--- src/rtl/fpoll_pkg.sv ---
package fpoll_pkg;
  typedef enum logic [2:0] {
    ST_IDLE,
    ST_WAIT,
    ST_POLL,
    ST_CONF,
    ST_DONE,
    ST_ERR
  } fpoll_state_e;
endpackage

--- src/rtl/fpoll_timer.sv ---
module fpoll_timer #(
  parameter int TMO_W = 16
) (
  input  logic             clk,
  input  logic             rst_n,
  input  logic             run_i,
  input  logic [TMO_W-1:0] limit_i,
  output logic             expired_o
);
  logic [TMO_W-1:0] cnt_q, cnt_d;

  always_comb begin
    cnt_d = run_i ? cnt_q + 1'b1 : '0;
  end

  always_ff @(posedge clk or negedge rst_n) begin
    if (!rst_n) cnt_q <= '0;
    else        cnt_q <= cnt_d;
  end

  assign expired_o = run_i && (cnt_q == limit_i);
endmodule

--- src/rtl/fpoll_judge.sv ---
module fpoll_judge #(
  parameter int DATA_W   = 8,
  parameter int STAT_BIT = DATA_W - 1
) (
  input  logic              op_erase_i,
  input  logic [DATA_W-1:0] exp_i,
  input  logic [DATA_W-1:0] rdata_i,
  output logic              bit_done_o,
  output logic              word_ok_o
);
  logic stat;
  assign stat = rdata_i[STAT_BIT];

  always_comb begin
    if (op_erase_i) begin
      bit_done_o = stat;
      word_ok_o  = stat;
    end else begin
      bit_done_o = (stat == exp_i[STAT_BIT]);
      word_ok_o  = (rdata_i == exp_i);
    end
  end
endmodule

--- src/rtl/fpoll_fsm.sv ---
module fpoll_fsm
  import fpoll_pkg::*;
(
  input  logic clk,
  input  logic rst_n,
  input  logic start_i,
  input  logic wr_done_i,
  input  logic rd_valid_i,
  input  logic bit_done_i,
  input  logic word_ok_i,
  input  logic expired_i,
  output logic accept_o,
  output logic run_o,
  output logic rd_req_o,
  output logic done_o,
  output logic fail_o,
  output logic timeout_o
);
  fpoll_state_e st_q, st_d;
  logic pend_q, pend_d;
  logic tmo_q, tmo_d;
  logic got;

  assign run_o    = (st_q == ST_POLL) || (st_q == ST_CONF);
  assign accept_o = (st_q == ST_IDLE) && start_i;
  assign rd_req_o = run_o && !pend_q && !expired_i;
  assign got      = rd_valid_i && pend_q;

  always_comb begin
    st_d  = st_q;
    tmo_d = tmo_q;
    case (st_q)
      ST_IDLE: if (start_i) st_d = ST_WAIT;
      ST_WAIT: if (wr_done_i) st_d = ST_POLL;
      ST_POLL: begin
        if (expired_i) begin
          st_d  = ST_ERR;
          tmo_d = 1'b1;
        end else if (got && bit_done_i) begin
          st_d = ST_CONF;
        end
      end
      ST_CONF: begin
        if (got) begin
          if (word_ok_i) st_d = ST_DONE;
          else begin
            st_d  = ST_ERR;
            tmo_d = 1'b0;
          end
        end else if (expired_i) begin
          st_d  = ST_ERR;
          tmo_d = 1'b1;
        end
      end
      ST_DONE: st_d = ST_IDLE;
      ST_ERR:  st_d = ST_IDLE;
      default: st_d = ST_IDLE;
    endcase
  end

  always_comb begin
    if (!run_o)          pend_d = 1'b0;
    else if (rd_req_o)   pend_d = 1'b1;
    else if (rd_valid_i) pend_d = 1'b0;
    else                 pend_d = pend_q;
  end

  always_ff @(posedge clk or negedge rst_n) begin
    if (!rst_n) begin
      st_q   <= ST_IDLE;
      pend_q <= 1'b0;
      tmo_q  <= 1'b0;
    end else begin
      st_q   <= st_d;
      pend_q <= pend_d;
      tmo_q  <= tmo_d;
    end
  end

  assign done_o    = (st_q == ST_DONE);
  assign fail_o    = (st_q == ST_ERR) && !tmo_q;
  assign timeout_o = (st_q == ST_ERR) && tmo_q;
endmodule

--- src/rtl/flash_poll_ctrl.sv ---
module flash_poll_ctrl #(
  parameter int ADDR_W   = 24,
  parameter int DATA_W   = 8,
  parameter int TMO_W    = 16,
  parameter int STAT_BIT = DATA_W - 1
) (
  input  logic              clk,
  input  logic              rst_n,
  input  logic              start_i,
  input  logic              op_erase_i,
  input  logic [ADDR_W-1:0] addr_i,
  input  logic [DATA_W-1:0] data_i,
  input  logic [TMO_W-1:0]  tmo_limit_i,
  input  logic              wr_done_i,
  output logic              rd_req_o,
  output logic [ADDR_W-1:0] rd_addr_o,
  input  logic              rd_valid_i,
  input  logic [DATA_W-1:0] rd_data_i,
  output logic              done_o,
  output logic              fail_o,
  output logic              timeout_o
);
  logic              accept, run, expired, bit_done, word_ok;
  logic              op_q;
  logic [ADDR_W-1:0] addr_q;
  logic [DATA_W-1:0] data_q;
  logic [TMO_W-1:0]  limit_q;

  always_ff @(posedge clk or negedge rst_n) begin
    if (!rst_n) begin
      op_q    <= 1'b0;
      addr_q  <= '0;
      data_q  <= '0;
      limit_q <= '0;
    end else if (accept) begin
      op_q    <= op_erase_i;
      addr_q  <= addr_i;
      data_q  <= data_i;
      limit_q <= tmo_limit_i;
    end
  end

  assign rd_addr_o = addr_q;

  fpoll_fsm u_fsm (
    .clk        (clk),
    .rst_n      (rst_n),
    .start_i    (start_i),
    .wr_done_i  (wr_done_i),
    .rd_valid_i (rd_valid_i),
    .bit_done_i (bit_done),
    .word_ok_i  (word_ok),
    .expired_i  (expired),
    .accept_o   (accept),
    .run_o      (run),
    .rd_req_o   (rd_req_o),
    .done_o     (done_o),
    .fail_o     (fail_o),
    .timeout_o  (timeout_o)
  );

  fpoll_timer #(.TMO_W(TMO_W)) u_timer (
    .clk       (clk),
    .rst_n     (rst_n),
    .run_i     (run),
    .limit_i   (limit_q),
    .expired_o (expired)
  );

  fpoll_judge #(.DATA_W(DATA_W), .STAT_BIT(STAT_BIT)) u_judge (
    .op_erase_i (op_q),
    .exp_i      (data_q),
    .rdata_i    (rd_data_i),
    .bit_done_o (bit_done),
    .word_ok_o  (word_ok)
  );
endmodule

--- config.mk ---
export PLATFORM = sky130hd
export DESIGN_NAME = flash_poll_ctrl
export DESIGN_NICKNAME = d
export VERILOG_FILES = /design/src/rtl/fpoll_pkg.sv /design/src/rtl/fpoll_timer.sv /design/src/rtl/fpoll_judge.sv /design/src/rtl/fpoll_fsm.sv /design/src/rtl/flash_poll_ctrl.sv
export SDC_FILE = /design/constraint.sdc
export NUM_CORES = 1
export LEC_CHECK = 0
export ABC_AREA = 1
export BUFFER_PORTS_ARGS = -buffer_cell sky130_fd_sc_hd__buf_2
export CAP_MARGIN = 25
export CELL_PAD_IN_SITES_DETAIL_PLACEMENT = 1
export CELL_PAD_IN_SITES_GLOBAL_PLACEMENT = 1
export CORE_MARGIN = 1.5
export CORE_UTILIZATION = 38
export DETAILED_ROUTE_END_ITERATION = 6
export PLACE_DENSITY = 0.84
export SETUP_SLACK_MARGIN = 0.05
export SLEW_MARGIN = 40
export SYNTH_ARGS = -nofsm -noshare
export SYNTH_HDL_FRONTEND = slang
export SYNTH_SLANG_ARGS = --single-unit
--- constraint.sdc ---
create_clock -name clk -period 1.83 [get_ports clk]
set_input_delay 0.366 -clock clk [delete_from_list [all_inputs] [get_ports clk]]
set_output_delay 0.366 -clock clk [all_outputs]
set_load 0.02 [all_outputs]
== Yosys cells after proc, flatten, opt, wreduce, memory -nomap -nowiden ==
Cells that the tools add are included.
Storage, ports and cells
  bits in registers: 70
  output and inout bits: 28
  logic and storage cells: 57
Operators by class
  add/subtract/negate cells: 1
  equal/unequal tests: 14
  multiplexer cells: 18
  reduce and logical (&&, ||, !) cells: 16
Operators by type and width (number)
  2-to-1 mux 3 bit: 6
  adder 16 x 1 -> 16 bit, second input constant: 1
  == test 16 bit: 1
  2-to-1 mux 16 bit: 1
  case mux 3 bit (4 select lines): 1
  2-to-1 mux 1 bit: 9
  == test 8 bit: 1
  logical AND 1 bit: 8
  == test 3 x 2 -> 1 bit, second input constant: 2
  == test 3 bit, second input constant: 2
  inequality test 3 bit, second input constant: 2
  inequality test 2 bit, second input constant: 2
  AND reduction 4 bit: 1
  == test 3 x 1 -> 1 bit, second input constant: 1
  logical NOT 1 bit: 3
  logical NOT 3 bit: 1
  inequality test 3 x 1 -> 1 bit, second input constant: 1
  inequality test 3 x 2 -> 1 bit, second input constant: 1
  case mux 1 bit (2 select lines): 1
  AND reduction 2 bit: 1
  nonzero test 2 bit: 1
  == test 1 bit: 1
  logical OR 1 bit: 1

== Longest topological paths before layout ==
Gate-level depths: netlist of the first run.
  depth in word-level cells: 7
  depth in mapped cells: 11
  gate-level depth less buffers: 11

== Hierarchy ==
Synthesis of the first run repeated with hierarchy kept, for this count alone.
Second synthesis, totals
  cells, all modules: 474
  area, all modules: 3477.1 sq um
Modules (own cells, without submodules)
  flash_poll_ctrl: instances 1, cells an instance 208, area each 1858.0 sq um, sequential area each 1226.2 sq um
  fpoll_timer: instances 1, cells an instance 174, area each 1101.1 sq um, sequential area each 400.4 sq um
  fpoll_fsm: instances 1, cells an instance 53, area each 342.8 sq um, sequential area each 125.1 sq um
  fpoll_judge: instances 1, cells an instance 39, area each 175.2 sq um, sequential area each 0.0 sq um

== Worst setup path before layout of the first run ==
Ideal clock, no wire load.
  path type: register to output
  start point: register u_timer.cnt_q[6]
  end point: output rd_req_o
  arrival: 1.077 ns
  data required time: 1.464 ns
  setup slack: 0.387 ns
  cell stages (with the launch flop): 10
  path buffers: 0
  cells stage by stage: dfrtp_1 -> inv_2 -> nand2_1 -> nand2_1 -> nor2_1 -> nand2_1 -> nor2_2 -> nand2_2 -> nand2_1 -> inv_1
On the way
  cells in the longest elaborated chain, start to end: 4
Ends and longest elaborated chain
  start: declaration: line fpoll_timer.sv:10  | logic [TMO_W-1:0] cnt_q, cnt_d;
  start signal: assignment: line fpoll_timer.sv:18  | else cnt_q <= cnt_d;
  == test 16 bit: line fpoll_timer.sv:21  | assign expired_o = run_i && (cnt_q == limit_i);
  logical AND 1 bit: line fpoll_timer.sv:21
  logical NOT 1 bit: line fpoll_fsm.sv:26  | assign rd_req_o = run_o && !pend_q && !expired_i;
  logical AND 1 bit: line fpoll_fsm.sv:26
  end: declaration: line flash_poll_ctrl.sv:15  | output logic rd_req_o,
Every way passes these cells.

== Worst setup path after layout of the first run ==
  start point: register u_timer.cnt_q[8]
  end point: output rd_req_o
Same word-level chain as after synthesis.

==> results of run 1 <==
## per-layer routing
metal	share of wire, %	vias to the layer above	track usage, %
li1	-	1506	-
met1	42	1500	23.9
met2	50	89	35.1
met3	5.9	17	4.82
met4	2.1	0	8.13
met5	0	-	0
## path summary, 6_finish.rpt
path | endpoint | slack [ns] | cells past startpoint
min reg2reg | rd_addr_o[21] | 0.49 | 1
max | rd_req_o | -0.14 | 10
max reg2reg | u_timer.cnt_q[14] | 0.08 | 12
min in group clk | rd_addr_o[7] | 0.23 | 2
min | rd_addr_o[10] | 0.03 | 2
max in group asynchronous | u_timer.cnt_q[3] | 1.47 | 2
## kinds of logic after synthesis
| logic type | after synthesis | synth area share, % |
|---|---|---|
| flops | 70 | 51.6 |
| xor+xnor | 3 | 0.774 |
| fa+ha+maj | 1 | 0.368 |
| buf+inv | 68 | 7.70 |
| compound gates | 46 | 7.11 |
| simple gates | 187 | 23.5 |
| mux | 27 | 8.95 |
## layout make-up
| class | instances | share of cell area [%] |
|---|---|---|
| clock inverters | 6 | 1.91 |
| clock buffers | 10 | 2.82 |
| well taps | 108 | 2.99 |
| multi-input cells | 264 | 32.4 |
| inverters | 60 | 4.98 |
| flip-flops and latches | 70 | 38.8 |
| repair buffers | 123 | 16.1 |
## registers in the layout, summed over array words and instances (netlist names)
signal         flops
u_fsm.st_q         3
limit_q           16
data_q             8
u_fsm.tmo_q        1
op_q               1
u_fsm.pend_q       1
rd_addr_o         24
u_timer.cnt_q     16
## where the power goes
part,switching [mW],internal [mW],total (mW)
registers,0.366,2.15,2.51
logic,1.66,1.11,2.78
clock network,0.594,0.765,1.36
total,2.62,4.03,6.65
## layout by cell type, fill, tap and decap left out, types with 3 or more instances in the layout
master	synthesis	final
nor3_1	4	4
dfrtp_1	70	68
nor2_1	54	50
a21oi_1	33	31
inv_2	6	14
nand3_1	12	12
mux2_1	6	6
nor2_2	4	7
buf_4	0	31
inv_1	54	46
buf_2	5	88
mux2_2	21	21
o21ai_2	2	3
clkbuf_8	0	9
nand2_1	98	87
nand2_2	3	14
buf_6	0	3
o21ai_0	8	8
nand4_1	4	4
## through the flow
| step | setup WS, ns | total power [mW] |
|---|---|---|
| 2_1_floorplan | 0.387 | 4.21 |
| 3_3_place_gp | 0.0989 | 4.92 |
| 3_5_place_dp | 0.0689 | 5.07 |
| 4_1_cts | -0.151 | 6.53 |
| 5_1_grt | -0.256 | 7.12 |
| 6_report | -0.136 | 6.65 |
## critical path: stages (launching register included)
cell     delay, ns
dfrtp_1       0.40
inv_2         0.05
nand2_1       0.06
nand2_1       0.06
nor2_1        0.13
nand2_1       0.08
nor2_2        0.14
nand2_2       0.10
nand2_1       0.07
inv_1         0.05
buf_6         0.12
## what timing repair did
item                       4_1_cts  5_1_grt
resized for setup               11       26
setup endpoints to repair        1        8
setup buffers                   18       15
pin swaps                       10       18
==> results.toml, run 1 <==
[yosys]
yosysWarnings = 0
synth_largest_area_cell = "dfrtp_1"
yosysSeqAreaShare_pct = 51.6
synth-main-ff-cell = "dfrtp_1"
synth-seq-cells = 70
synth_area_um2 = 3400
synth_area_per_cell_um2 = 8.45
synth_area_leaders = "dfrtp_1 52%, nand2_1 11%, mux2_2 7.0%"
synth_cells = 402
synth_top_cell_area_share_pct = 51.6
syn_nets = 465
ys_async_sr_fraction_pct = 100
synthTopCellsByCount = "98 x nand2_1, 70 x dfrtp_1, 54 x inv_1, 54 x nor2_1, 33 x a21oi_1"
synth-edff-count = 0
yosysMostFrequentCell = "nand2_1"
synth_cell_types = 28

[timing]
period_minus_slack_ns = 1.97
whs_ns = 0.0325
finClkSkew_ns = 0.00947
fmax_ghz = 0.509
setup_violations = 1
rsz0062_at_grt = "yes"
setup_tns_ns = -0.136
period_share_pct = 107
tightest_slew_ns = 0.519
setup_slack_ns = -0.136
slew_viol_final = 0
maxSlewHeadroom_pct = 65.4
hold_viol = 0

[worst_setup_path]
critical_path_class = "reg2out"
cp.arrival_ns = 1.60
crit_fanout = 3
reg2reg_from = "u_timer.cnt_q[0]"
startpoint_type = "flop"
crit_required_ns = 1.46
end_kind = "output port"
crit_start = "u_timer.cnt_q[8]"

[grt]
grt_start_max_net_pins = 71
grt_overflow = 0
grt_pass1_wl_um = 15400
grt_pass1_vias = 3409
antenna_found_initial = 1
track_usage_pct = 20.2

[power_and_ir_drop]
leakagePower_nw = 2.37
ir_drop_mv = 0.866
power.density_nw_per_um2 = 1470

[cts]
clkTransAtPathRegs_ns = 0.07
clockRootBuffer = "clkbuf_8"
htreeDepth = 3
hold_buffers = 0
clockBufferDepth = 2
numCtsBuffers = 9
clk_latency_ns = 0.35
cts.sinks = 70
cts_tree = "done"

[run_status]
status = "finished with violations"
violations = "negative setup slack"

[placement]
dp.final_hpwl_um = 6350
post-place-cells = 596
place_area_um2 = 3990
gp_congestion = 0.860
place.port_buffers = 89

[die]
core-area_um2 = 8680
die-area_um2 = 9520
die_w_um = 97.6
start_util_pct = 39.1
dieHeight_um = 97.6
io_pins = 90
fp-row-count = 34

[layout]
seq_area_um2 = 1750
final_nets = 591
multi_input_area_um2 = 1460
fill_cells = 1066
diodes = 0
area.growth.synth_to_final_pct = 33.0
final_area_um2 = 4520
final_core_util_pct = 52.1
finalNonFillerCells = 641
layout-drive-gt1-share_pct = 39.2

[routing]
via_count = 3112
drc_errors = 0
first_pass_iters = 4
ant_nets = 0
first_iter_violations = 88
viasPerCell = 4.85
wire_per_inst_um = 14.7
wl_um = 9400

[flow_run]
timing.max_cap.violations = 0

[hold_path]
hold_path_class = "in2async"
Note: power is estimated with default switching activity, not from simulation.
==> run 2: changes to the inputs <==
--- a/config.mk
+++ b/config.mk
@@ -13,7 +13,7 @@
 export CORE_MARGIN = 1.5
 export CORE_UTILIZATION = 38
 export DETAILED_ROUTE_END_ITERATION = 6
-export PLACE_DENSITY = 0.84
+export PLACE_DENSITY_LB_ADDON = 0.1
 export SETUP_SLACK_MARGIN = 0.05
 export SLEW_MARGIN = 40
 export SYNTH_ARGS = -nofsm -noshare
==> run 2 against run 1 <==
Compared with the run above:
- the flow still finishes with violations (negative setup slack)
- non-clock buffer count grew 11
- sequential cell count did not move
- wire length down 2.2%
- clock skew grew 0.0058 ns
- final area rose by 1.0%
- critical endpoint unchanged
- largest cell class unchanged
==> results.toml, run 2 (same netlist as run 1, synthesis figures left out) <==
[timing]
setup_slack_ns = -0.0864
tightest_slew_ns = 0.343
hold_viol = 0
fmax_ghz = 0.522
rsz0062_at_grt = "yes"
maxSlewHeadroom_pct = 77.1
period_share_pct = 105
setup_violations = 4
whs_ns = 0.217
finClkSkew_ns = 0.0153
slew_viol_final = 0
period_minus_slack_ns = 1.92

[cts]
cts_tree = "done"
clockRootBuffer = "clkbuf_8"
numCtsBuffers = 9
clkTransAtPathRegs_ns = 0.08
cts.sinks = 70
clk_latency_ns = 0.35
clockBufferDepth = 2
htreeDepth = 3

[placement]
post-place-cells = 597
dp.final_hpwl_um = 6270
place.port_buffers = 89
gp_congestion = 0.797

[die]
die_w_um = 97.6
die-area_um2 = 9520
fp-row-count = 34
io_pins = 90
start_util_pct = 39.1
dieHeight_um = 97.6
core-area_um2 = 8680

[layout]
diodes = 0
area.growth.synth_to_final_pct = 34.3
final_nets = 602
finalNonFillerCells = 652
mostFrequentLayoutCell = "nand2_1"
final_cell_mix = "90 x nand2_1, 88 x buf_2, 68 x dfrtp_1"
largest_reg_flops = 24
fill_cells = 1092
layout-drive-gt1-share_pct = 39.9

[routing]
viasPerCell = 4.80
first_pass_iters = 4
ant_nets = 0
via_count = 3128
wl_um = 9200
drc_errors = 0
wire_per_inst_um = 14.1
first_iter_violations = 59

[power_and_ir_drop]
p_total_mw = 6.35
ir_drop_mv = 0.821
leakagePower_nw = 2.40
power.density_nw_per_um2 = 1390

[worst_setup_path]
cp.arrival_ns = 1.55
crit_fanout = 4
path_cells = "inv_2 -> nand2_1 -> nand2_1 -> nor2_1 -> nand2_1 -> nor2_2 -> nand2_2 -> nand2_1 -> inv_1 -> buf_6"
max_stage_delay_ns = 0.42
cp_slowest_cell = "dfrtp_1"
crit_top_cell = "nand2_1"
end_kind = "output port"
crit_required_ns = 1.46
critical_path_class = "reg2out"
startpoint_type = "flop"

[grt]
grt_start_max_net_pins = 51
antenna_found_initial = 1
grt_overflow = 0
grt_pass1_vias = 3385
track_usage_pct = 20.0
grt_pass1_wl_um = 15300

[run_status]
status = "finished with violations"
violations = "negative setup slack"

[hold_path]
hold_path_class = "in2reg"

[flow_run]
timing.max_cap.violations = 0
run 2: cell count changes in the layout (fill, tap and decap cells not counted), sizes merged:
cell,before,now
bufinv,2,0
clkbuf,10,11
clkinv,3,4
buf,123,133
dlygate4sd3,0,1
run 2: repair_timing:
action	4_1_cts	5_1_grt
hold buffers	1	0
hold endpoints to repair	3	0
endpoints found under the setup margin	1	11
pin swaps	12	17
buffers inserted	27	14
resized for setup	13	25
run 2: cell type report:
class | instances | area, um^2 | area share (%)
inverter | 60 | 225 | 4.94
sequential | 70 | 1750 | 38.4
clock inverter | 5 | 35.0 | 0.768
multi-input combinational | 264 | 1450 | 31.7
clock buffer | 11 | 141 | 3.10
timing repair buffer | 134 | 825 | 18.1
tap | 108 | 135 | 2.96
run 2: worst max-delay path: cells and delay by family (launching register included):
kind | cells | cell delay, ns
and+or+nand+nor | 7 | 0.58
DFF | 1 | 0.42
buffers and inverters | 3 | 0.21
run 2: layer usage:
metal / global-route usage, % / part of all wire, % / wire, um / vias to the layer above
met4: 8.35 / 1.8 / 169 / 0
met2: 34.7 / 51 / 4680 / 73
met3: 4.75 / 4.9 / 450 / 15
met1: 23.8 / 42 / 3900 / 1504
li1: - / - / - / 1536
met5: 0 / 0 / 0 / -
run 2: report_power, final:
part | switching [mW] | internal (mW)
clock network | 0.608 | 0.529
registers | 0.344 | 2.14
logic | 1.62 | 1.10
run 2: per-stage QoR:
stage / worst slack, ns / cell area (um^2) / TNS, ns / util [%]
floorplan: 0.387 / 3400 / 0 / -
global placement: 0.0549 / 4010 / 0 / 46.2
detailed placement: 0.0605 / 4010 / 0 / 46.2
CTS: -0.0816 / 4420 / -0.127 / 51.0
global route: -0.235 / 4560 / -0.990 / 52.6
finish: -0.0864 / 4560 / -0.208 / 52.6
run 2: worst paths after layout:
kind,slack [ns],cells after the start,from,end
worst max-delay path,-0.09,10,u_timer.cnt_q[11],rd_req_o
worst min-delay path,0.22,2,addr_i[22],rd_addr_o[22]
worst max register to register,-0.07,16,u_timer.cnt_q[6],u_fsm.st_q[0]
worst min register to register,0.49,1,rd_addr_o[22],rd_addr_o[22]
max in group asynchronous,0.96,3,rst_n,u_timer.cnt_q[2]
min in group asynchronous,0.37,2,rst_n,limit_q[10]
